`config.mk`:
```
export PLATFORM = sky130hd
export DESIGN_NAME = raster_event_sched
export DESIGN_NICKNAME = d
export VERILOG_FILES = /design/src/rtl/raster_pkg.sv /design/src/rtl/raster_timebase.sv /design/src/rtl/raster_match.sv /design/src/rtl/raster_calib.sv /design/src/rtl/raster_event_sched.sv
export SDC_FILE = /design/constraint.sdc
export NUM_CORES = 1
export LEC_CHECK = 0
export ABC_AREA = 0
export BUFFER_PORTS_ARGS = -buffer_cell sky130_fd_sc_hd__clkbuf_2
export CORE_UTILIZATION = 59
export DETAILED_ROUTE_END_ITERATION = 16
export PLACE_DENSITY = 0.81
export SETUP_SLACK_MARGIN = 0.02
export SLEW_MARGIN = 15
export SYNTH_ARGS = -nofsm -noshare
export SYNTH_HDL_FRONTEND = slang
export SYNTH_SLANG_ARGS = --single-unit
```
`constraint.sdc`:
```
create_clock -name clk -period 1.98 [get_ports clk]
set_clock_uncertainty 0.1 [all_clocks]
set_input_delay 0 -clock clk [delete_from_list [all_inputs] [get_ports clk]]
set_output_delay 0 -clock clk [all_outputs]
set_load 0.01 [all_outputs]
```
`src/rtl/raster_pkg.sv`:
```
package raster_pkg;
  localparam int CW = 7;

  function automatic logic [CW-1:0] line_len(input logic [1:0] sel);
    case (sel)
      2'b00:   line_len = CW'(63);
      2'b01:   line_len = CW'(64);
      default: line_len = CW'(65);
    endcase
  endfunction

  typedef enum logic [1:0] {
    CAL_IDLE = 2'd0,
    CAL_ARM  = 2'd1,
    CAL_MEAS = 2'd2
  } cal_state_t;
endpackage

```
`src/rtl/raster_timebase.sv`:
```
module raster_timebase
  import raster_pkg::*;
#(
  parameter int DOTS_PER_CYC = 8,
  parameter int LINES        = 312,
  localparam int PW          = (DOTS_PER_CYC > 1) ? $clog2(DOTS_PER_CYC) : 1,
  localparam int LW          = $clog2(LINES)
) (
  input  logic          clk,
  input  logic          rst_n,
  input  logic [1:0]    len_sel,
  output logic          tick,
  output logic [CW-1:0] cyc_q,
  output logic [LW-1:0] line_q,
  output logic [CW-1:0] cyc_nx,
  output logic [LW-1:0] line_nx
);
  logic [PW-1:0] ph_q, ph_d;
  logic [CW-1:0] last_cyc;

  assign last_cyc = line_len(len_sel) - CW'(1);
  assign tick     = (ph_q == PW'(DOTS_PER_CYC - 1));

  always_comb begin
    ph_d    = tick ? '0 : ph_q + PW'(1);
    cyc_nx  = cyc_q;
    line_nx = line_q;
    if (tick) begin
      if (cyc_q >= last_cyc) begin
        cyc_nx  = '0;
        line_nx = (line_q >= LW'(LINES - 1)) ? '0 : line_q + LW'(1);
      end else begin
        cyc_nx = cyc_q + CW'(1);
      end
    end
  end

  always_ff @(posedge clk or negedge rst_n) begin
    if (!rst_n) begin
      ph_q   <= '0;
      cyc_q  <= '0;
      line_q <= '0;
    end else begin
      ph_q <= ph_d;
      if (tick) begin
        cyc_q  <= cyc_nx;
        line_q <= line_nx;
      end
    end
  end

  // the cycle count returns to zero once the line end is reached
  assert_cyc_wrap_R3: assert property (@(posedge clk) disable iff (!rst_n)
    (tick && cyc_q >= last_cyc) |=> (cyc_q == '0));

  // the line count never passes the last line of the frame
  assert_line_range_R4: assert property (@(posedge clk) disable iff (!rst_n)
    line_q <= LW'(LINES - 1));

  // the cycle count only moves on a bus tick
  assert_cyc_hold_R2: assert property (@(posedge clk) disable iff (!rst_n)
    !tick |=> $stable(cyc_q));
endmodule

```
`src/rtl/raster_match.sv`:
```
module raster_match
  import raster_pkg::*;
#(
  parameter int LINES  = 312,
  parameter int LEAD_W = 3,
  localparam int LW    = $clog2(LINES)
) (
  input  logic              clk,
  input  logic              rst_n,
  input  logic              tick,
  input  logic [CW-1:0]     cyc_nx,
  input  logic [LW-1:0]     line_nx,
  input  logic [1:0]        len_sel,
  input  logic [LEAD_W-1:0] lead,
  input  logic              tgt_wr,
  input  logic [LW-1:0]     tgt_in,
  input  logic              evt_clr,
  output logic              evt_pulse,
  output logic              evt_flag
);
  logic [LW-1:0] tgt_q, prev_line;
  logic [CW-1:0] hit_cyc;
  logic          hit, pulse_d, flag_d;

  assign prev_line = (tgt_q == '0) ? LW'(LINES - 1) : tgt_q - LW'(1);
  assign hit_cyc   = line_len(len_sel) - CW'(lead);

  always_comb begin
    if (lead == '0) hit = (cyc_nx == '0) && (line_nx == tgt_q);
    else            hit = (cyc_nx == hit_cyc) && (line_nx == prev_line);
    pulse_d = tick && hit;
    flag_d  = pulse_d || (evt_flag && !evt_clr);
  end

  always_ff @(posedge clk or negedge rst_n) begin
    if (!rst_n) begin
      tgt_q     <= '0;
      evt_pulse <= 1'b0;
      evt_flag  <= 1'b0;
    end else begin
      if (tgt_wr) tgt_q <= tgt_in;
      evt_pulse <= pulse_d;
      evt_flag  <= flag_d;
    end
  end

  // the event pulse lasts a single dot clock
  assert_pulse_one_R5: assert property (@(posedge clk) disable iff (!rst_n)
    evt_pulse |=> !evt_pulse);

  // the sticky flag is set whenever the pulse is
  assert_flag_set_R8: assert property (@(posedge clk) disable iff (!rst_n)
    evt_pulse |-> evt_flag);

  // after a clear the flag follows only a coincident event
  assert_flag_clr_R8: assert property (@(posedge clk) disable iff (!rst_n)
    evt_clr |=> (evt_flag == evt_pulse));
endmodule

```
`src/rtl/raster_calib.sv`:
```
module raster_calib
  import raster_pkg::*;
#(
  parameter int CAL_W = 8
) (
  input  logic             clk,
  input  logic             rst_n,
  input  logic             tick,
  input  logic             line_ref,
  input  logic             cal_start,
  output logic [CAL_W-1:0] cal_count,
  output logic             cal_done
);
  cal_state_t       st_q, st_d;
  logic             ref_q, rise;
  logic [CAL_W-1:0] cnt_q, cnt_d, cnt_inc, res_d;
  logic             done_d;

  assign rise    = line_ref && !ref_q;
  assign cnt_inc = (tick && cnt_q != '1) ? cnt_q + CAL_W'(1) : cnt_q;

  always_comb begin
    st_d   = st_q;
    cnt_d  = cnt_q;
    res_d  = cal_count;
    done_d = cal_done;
    if (cal_start) begin
      st_d   = CAL_ARM;
      cnt_d  = '0;
      done_d = 1'b0;
    end else begin
      case (st_q)
        CAL_ARM: if (rise) begin
          st_d  = CAL_MEAS;
          cnt_d = '0;
        end
        CAL_MEAS: begin
          cnt_d = cnt_inc;
          if (rise) begin
            res_d  = cnt_inc;
            done_d = 1'b1;
            st_d   = CAL_IDLE;
          end
        end
        default: ;
      endcase
    end
  end

  always_ff @(posedge clk or negedge rst_n) begin
    if (!rst_n) begin
      st_q      <= CAL_IDLE;
      ref_q     <= 1'b0;
      cnt_q     <= '0;
      cal_count <= '0;
      cal_done  <= 1'b0;
    end else begin
      st_q      <= st_d;
      ref_q     <= line_ref;
      cnt_q     <= cnt_d;
      cal_count <= res_d;
      cal_done  <= done_d;
    end
  end

  // a start request drops the done flag
  assert_start_clears_R10: assert property (@(posedge clk) disable iff (!rst_n)
    cal_start |=> !cal_done);

  // done only rises on a reference rising edge
  assert_done_edge_R9: assert property (@(posedge clk) disable iff (!rst_n)
    $rose(cal_done) |-> $past(line_ref && !ref_q));
endmodule

```
`src/rtl/raster_event_sched.sv`:
```
module raster_event_sched
  import raster_pkg::*;
#(
  parameter int DOTS_PER_CYC = 8,
  parameter int LINES        = 312,
  parameter int LEAD_W       = 3,
  parameter int CAL_W        = 8,
  localparam int LW          = $clog2(LINES)
) (
  input  logic              clk,
  input  logic              rst_n,
  input  logic [1:0]        len_sel,
  input  logic [LEAD_W-1:0] lead,
  input  logic              tgt_wr,
  input  logic [LW-1:0]     tgt_line,
  input  logic              evt_clr,
  input  logic              cal_start,
  input  logic              line_ref,
  output logic [LW-1:0]     cur_line,
  output logic [CW-1:0]     cur_cycle,
  output logic              evt_pulse,
  output logic              evt_flag,
  output logic              cal_done,
  output logic [CAL_W-1:0]  cal_count
);
  logic [1:0]    rst_sync_q;
  logic          rst_ni;
  logic          tick;
  logic [CW-1:0] cyc_nx;
  logic [LW-1:0] line_nx;

  always_ff @(posedge clk or negedge rst_n) begin
    if (!rst_n) rst_sync_q <= 2'b00;
    else        rst_sync_q <= {rst_sync_q[0], 1'b1};
  end
  assign rst_ni = rst_sync_q[1];

  raster_timebase #(.DOTS_PER_CYC(DOTS_PER_CYC), .LINES(LINES)) u_tb (
    .clk(clk), .rst_n(rst_ni), .len_sel(len_sel), .tick(tick),
    .cyc_q(cur_cycle), .line_q(cur_line), .cyc_nx(cyc_nx), .line_nx(line_nx)
  );

  raster_match #(.LINES(LINES), .LEAD_W(LEAD_W)) u_match (
    .clk(clk), .rst_n(rst_ni), .tick(tick), .cyc_nx(cyc_nx), .line_nx(line_nx),
    .len_sel(len_sel), .lead(lead), .tgt_wr(tgt_wr), .tgt_in(tgt_line),
    .evt_clr(evt_clr), .evt_pulse(evt_pulse), .evt_flag(evt_flag)
  );

  raster_calib #(.CAL_W(CAL_W)) u_cal (
    .clk(clk), .rst_n(rst_ni), .tick(tick), .line_ref(line_ref),
    .cal_start(cal_start), .cal_count(cal_count), .cal_done(cal_done)
  );
endmodule

```
==> impl_metrics.yaml, run 1 <==
outcome:
  status: "did not finish"
  stop_stage: "global routing (5_1_grt)"
  error_line: "[ERROR DPL-0038] Utilization greater than 100%, impossible to legalize"
yosys:
  ys_types: 65
  synthArstFlopShare_pct: 100.0
  synth_edf_count: 0
  avgSynthCellArea_um2: 8.845
  synthFlopType: "dfrtp_1"
  yosys_warnings: 0
  synth-seq-area-share_pct: 35.28
  postSynthCellCount: 417
  ys_ff_latch: 52
  synth_area_mm2: 0.003689
  mappedNetlistNets: 452
place:
  numPortBuffers: 46
  place.gp.congestion: 0.9855
  hpwl_um: 8561
sta:
  grt_repair_worst_endpoint: "u_match.evt_pulse$_DFF_PN0_/D"
  endpoint_type: "register input"
die:
  rows: 28
  io_pins: 47
  fp.dieW_um: 81.07
  start_util_pct: 61.57
  die_h_um: 81.07
clocking:
  h-tree-depth: 2
  cts_num_sinks: 52
  numCtsBuffers: 5
  cts_buffer_depth: 2
  root_buffer: "clkbuf_8"
global_routing:
  grt_max_degree: 32
[through the flow]
stage / setup slack (ns) / instance area, µm² / cells / hold WS (ns)
4_1_cts: -1.024 / 5677 / 680 / 0.01308
2_1_floorplan: -0.9929 / 3781 / 417 / -0.3956
3_5_place_dp: -1.348 / 4856 / 632 / -0.3121
3_3_place_gp: -1.114 / 4856 / 632 / -0.3112
[cells by family after synthesis]
| kind of cell | count (synthesis) | synth area share, % |
|---|---|---|
| buffers and inverters | 41 | 4.817 |
| AOI/OAI and AO/OA | 121 | 24.25 |
| muxes | 10 | 2.883 |
| and+or+nand+nor | 153 | 21.51 |
| other | 1 | 0.1017 |
| adders and majority gates | 15 | 5.088 |
| xor gates and xnor gates | 24 | 6.072 |
| DFF | 52 | 35.28 |
[Yosys cell counts (13+ instances only)]
| cell | n | share of area, % |
|---|---|---|
| o21ai_0 | 28 | 3.8 |
| a21oi_1 | 18 | 2.4 |
| inv_1 | 20 | 2.0 |
| nor3_1 | 13 | 1.8 |
| xnor2_1 | 17 | 4.0 |
| ha_1 | 15 | 5.1 |
| nand2_1 | 34 | 3.5 |
| nand3_1 | 15 | 2.0 |
| nor2_1 | 27 | 2.7 |
| nand4_1 | 13 | 2.2 |
| dfrtp_1 | 52 | 35 |
[repair_timing]
item,in CTS
pin swaps,21
resized for setup,72
endpoints found under the hold margin,16
setup buffers,19
endpoints found under the setup margin,32
cloned,1
hold buffers,21
==> run 2: changes to the inputs <==
--- a/config.mk
+++ b/config.mk
@@ -7,10 +7,9 @@
 export LEC_CHECK = 0
 export ABC_AREA = 0
 export BUFFER_PORTS_ARGS = -buffer_cell sky130_fd_sc_hd__clkbuf_2
-export CORE_UTILIZATION = 59
+export CORE_UTILIZATION = 40
 export DETAILED_ROUTE_END_ITERATION = 16
-export PLACE_DENSITY = 0.81
-export SETUP_SLACK_MARGIN = 0.02
+export PLACE_DENSITY_LB_ADDON = 0.15
 export SLEW_MARGIN = 15
 export SYNTH_ARGS = -nofsm -noshare
 export SYNTH_HDL_FRONTEND = slang
==> impl_metrics.yaml, run 2 <==
routing:
  vias_per_cell: 5.552
  drc: 3
  first_pass_iters: 11
  drtAntennaViolNets: 0
  drtIter0Drc: 308
  wl_per_cell_um: 16.89
  drt_wl_total_um: 12210
  vias: 4014
critical_path:
  required_ns: 2.10
  reg2reg_from: "u_tb.cyc_q[0]"
  crit_arrival_ns: 3.19
  rrSetupSlack_ns: -1.10
  cp_max_fo: 6
  setup.worst_path.start_class: "register"
  path_class: "reg2reg"
  reg2reg_to: "u_match.evt_pulse"
  end_kind: "register"
  reg2reg_depth: 9
die:
  start_util_pct: 41.89
  fp.dieW_um: 98.03
  fp.dieArea_mm2: 0.009609
  io_pins: 47
  core_area_mm2: 0.008806
  rows: 34
  die_h_um: 98.03
outcome:
  violations: "design-rule violations, negative hold slack, negative setup slack"
  status: "finished with violations"
yosys:
  synth-seq-area-share_pct: 35.28
  synth.area.top_cells: "dfrtp_1, ha_1, xnor2_1, o21ai_0, nand2_1"
  avgSynthCellArea_um2: 8.845
  yosysMostFrequentCell: "dfrtp_1"
  synth_top_area_share_pct: 35.28
  synth_edf_count: 0
  postSynthCellCount: 417
  ys_types: 65
  synthFlopType: "dfrtp_1"
  synth_area_mm2: 0.003689
  post_synth_most_frequent_cells: "dfrtp_1, nand2_1, o21ai_0"
  yosysTopAreaCell: "dfrtp_1"
  yosys_warnings: 0
  synthArstFlopShare_pct: 100.0
  mappedNetlistNets: 452
  ys_ff_latch: 52
finish:
  fin_area_mm2: 0.005839
  drive_gt1_share_pct: 44.39
  layout.cells.non_filler: 723
  diodes: 0
  final_nets: 649
  largest_registers: "u_match.tgt_q: 9 flops, u_tb.line_q: 9 flops"
  area_growth_pct: 58.31
  final_common_cell: "buf_4"
  layout_common_cells: "buf_4, dfrtp_1, clkbuf_2"
power:
  seq_power_share_pct: 27.4
  power.density_mw_per_mm2: 810.0
  internal_power_mw: 2.837
  leakage_nw: 2.611
  p_comb_share_pct: 59.5
  power.share.switching_pct: 40.02
  power_switching_mw: 1.893
  clkPwrFrac_pct: 13.1
  fin_total_pwr_mw: 4.730
  vdd_ir_drop_max_mv: 0.4278
sta:
  rsz0062_at_grt: "true"
  fmax_mhz: 325.0
  finalSetupViolations: 28
  whs_ns: -0.001050
  hold_viol_final: 1
  fin_setup_tns_ns: -8.060
  post-route-period-util_pct: 155.4
  period_needed_ns: 3.077
  setup_ws_ns: -1.097
  final_max_slew_viol_count: 0
clocking:
  numCtsBuffers: 5
  clk_pin_slew_ns: 0.10
  clock_latency_ns: 0.31
  cts_buffer_depth: 2
  root_buffer: "clkbuf_8"
  cts_tree: "done"
  h-tree-depth: 2
  cts_num_sinks: 52
place:
  hpwl_um: 8745
  place_ws_ns: -1.188
  place.gp.congestion: 0.8989
  place_inst: 679
  numPortBuffers: 46
  placedInstanceArea_mm2: 0.004990
global_routing:
  grt_util_all_layers_pct: 25.57
  antenna_found_initial: 0
  grt_pass1_vias: 4124
  grt_pass1_wl_um: 19710
  grt_max_degree: 31
  grt_overflow_total: 0
run:
  maxCapViolCount: 0
hold_path:
  min_path_cells: 2
  hold_class: "in2reg"
  hp-start: "tgt_wr"
  min_to: "u_match.tgt_q[1]"
## run 2: stage by stage
stage / util (%) / hold slack (ns)
4_1_cts: 63.82 / 0.001983
3_3_place_gp: 56.66 / -0.3134
2_1_floorplan: - / -0.3956
6_report: 66.31 / -0.001050
3_5_place_dp: 56.66 / -0.3122
5_1_grt: 66.31 / 0.04111
## run 2: area by class of cell
class                   instances  area [µm²]
fillers                       715        2967
multi-input cells             325        2661
repair buffers                210        1573
flip-flops and latches         52        1304
well taps                     108       135.1
inverters                      20       77.57
clock buffers                   6       72.57
clock inverters                 2       16.27
## run 2: logic make-up (layout without fill, tap and decap cells)
logic type,after synthesis,in the layout,synth area share [%]
AO/OA/AOI/OAI,121,122,24.25
XOR/XNOR,24,24,6.072
other,1,1,0.1017
AND/OR/NAND/NOR,153,153,21.51
adder cells (fa/ha/maj),15,15,5.088
buffers and inverters,41,238,4.817
multiplexers,10,10,2.883
flip-flops,52,52,35.28
## run 2: how the worst max path moves through the flow
stage / start / endpoint
6_report: u_tb.cyc_q[0] / u_match.evt_pulse
3_3_place_gp: len_sel[1] / u_match.evt_pulse
4_1_cts: u_tb.cyc_q[0] / u_match.evt_pulse
2_1_floorplan: u_tb.cyc_q[0] / u_match.evt_pulse
3_5_place_dp: len_sel[1] / u_match.evt_pulse
5_1_grt: u_tb.cyc_q[4] / u_match.evt_pulse
## run 2: layer usage
metal / track usage [%] / vias up / part of all wire [%]
li1: - / 1932 / -
met2: 43.50 / 132 / 47
met3: 3.221 / 38 / 4.8
met1: 33.42 / 1912 / 45
met4: 8.974 / 0 / 3.1
met5: 0 / - / 0
## run 2: critical path, stage by stage, from the launching register on
cell      delay, ns
dfrtp_2        0.43
inv_2          0.08
ha_4           0.19
nand2b_4       0.14
a221o_2        0.44
a31o_4         0.30
a311oi_4       0.31
xnor3_1        0.29
or4b_4         0.50
o41ai_2        0.20
## run 2: what timing repair did
item | 4_1_cts | 5_1_grt
endpoints found under the setup margin | 28 | 32
pin swaps | 27 | 22
hold buffers | 17 | 0
cloned | 1 | 0
endpoints found under the hold margin | 16 | 0
gates resized for setup | 53 | 35
setup buffers | 13 | 7
## run 2: power groups by stage
stage          clock network, mW  logic (mW)  registers, mW
2_1_floorplan                  0       0.985           1.40
3_3_place_gp                   0        2.10           1.30
3_5_place_dp                   0        2.13           1.31
4_1_cts                    0.648        2.52           1.29
5_1_grt                    0.685        2.99           1.31
6_report                   0.621        2.81           1.30
No activity file was read; power rests on OpenSTA's default activity.
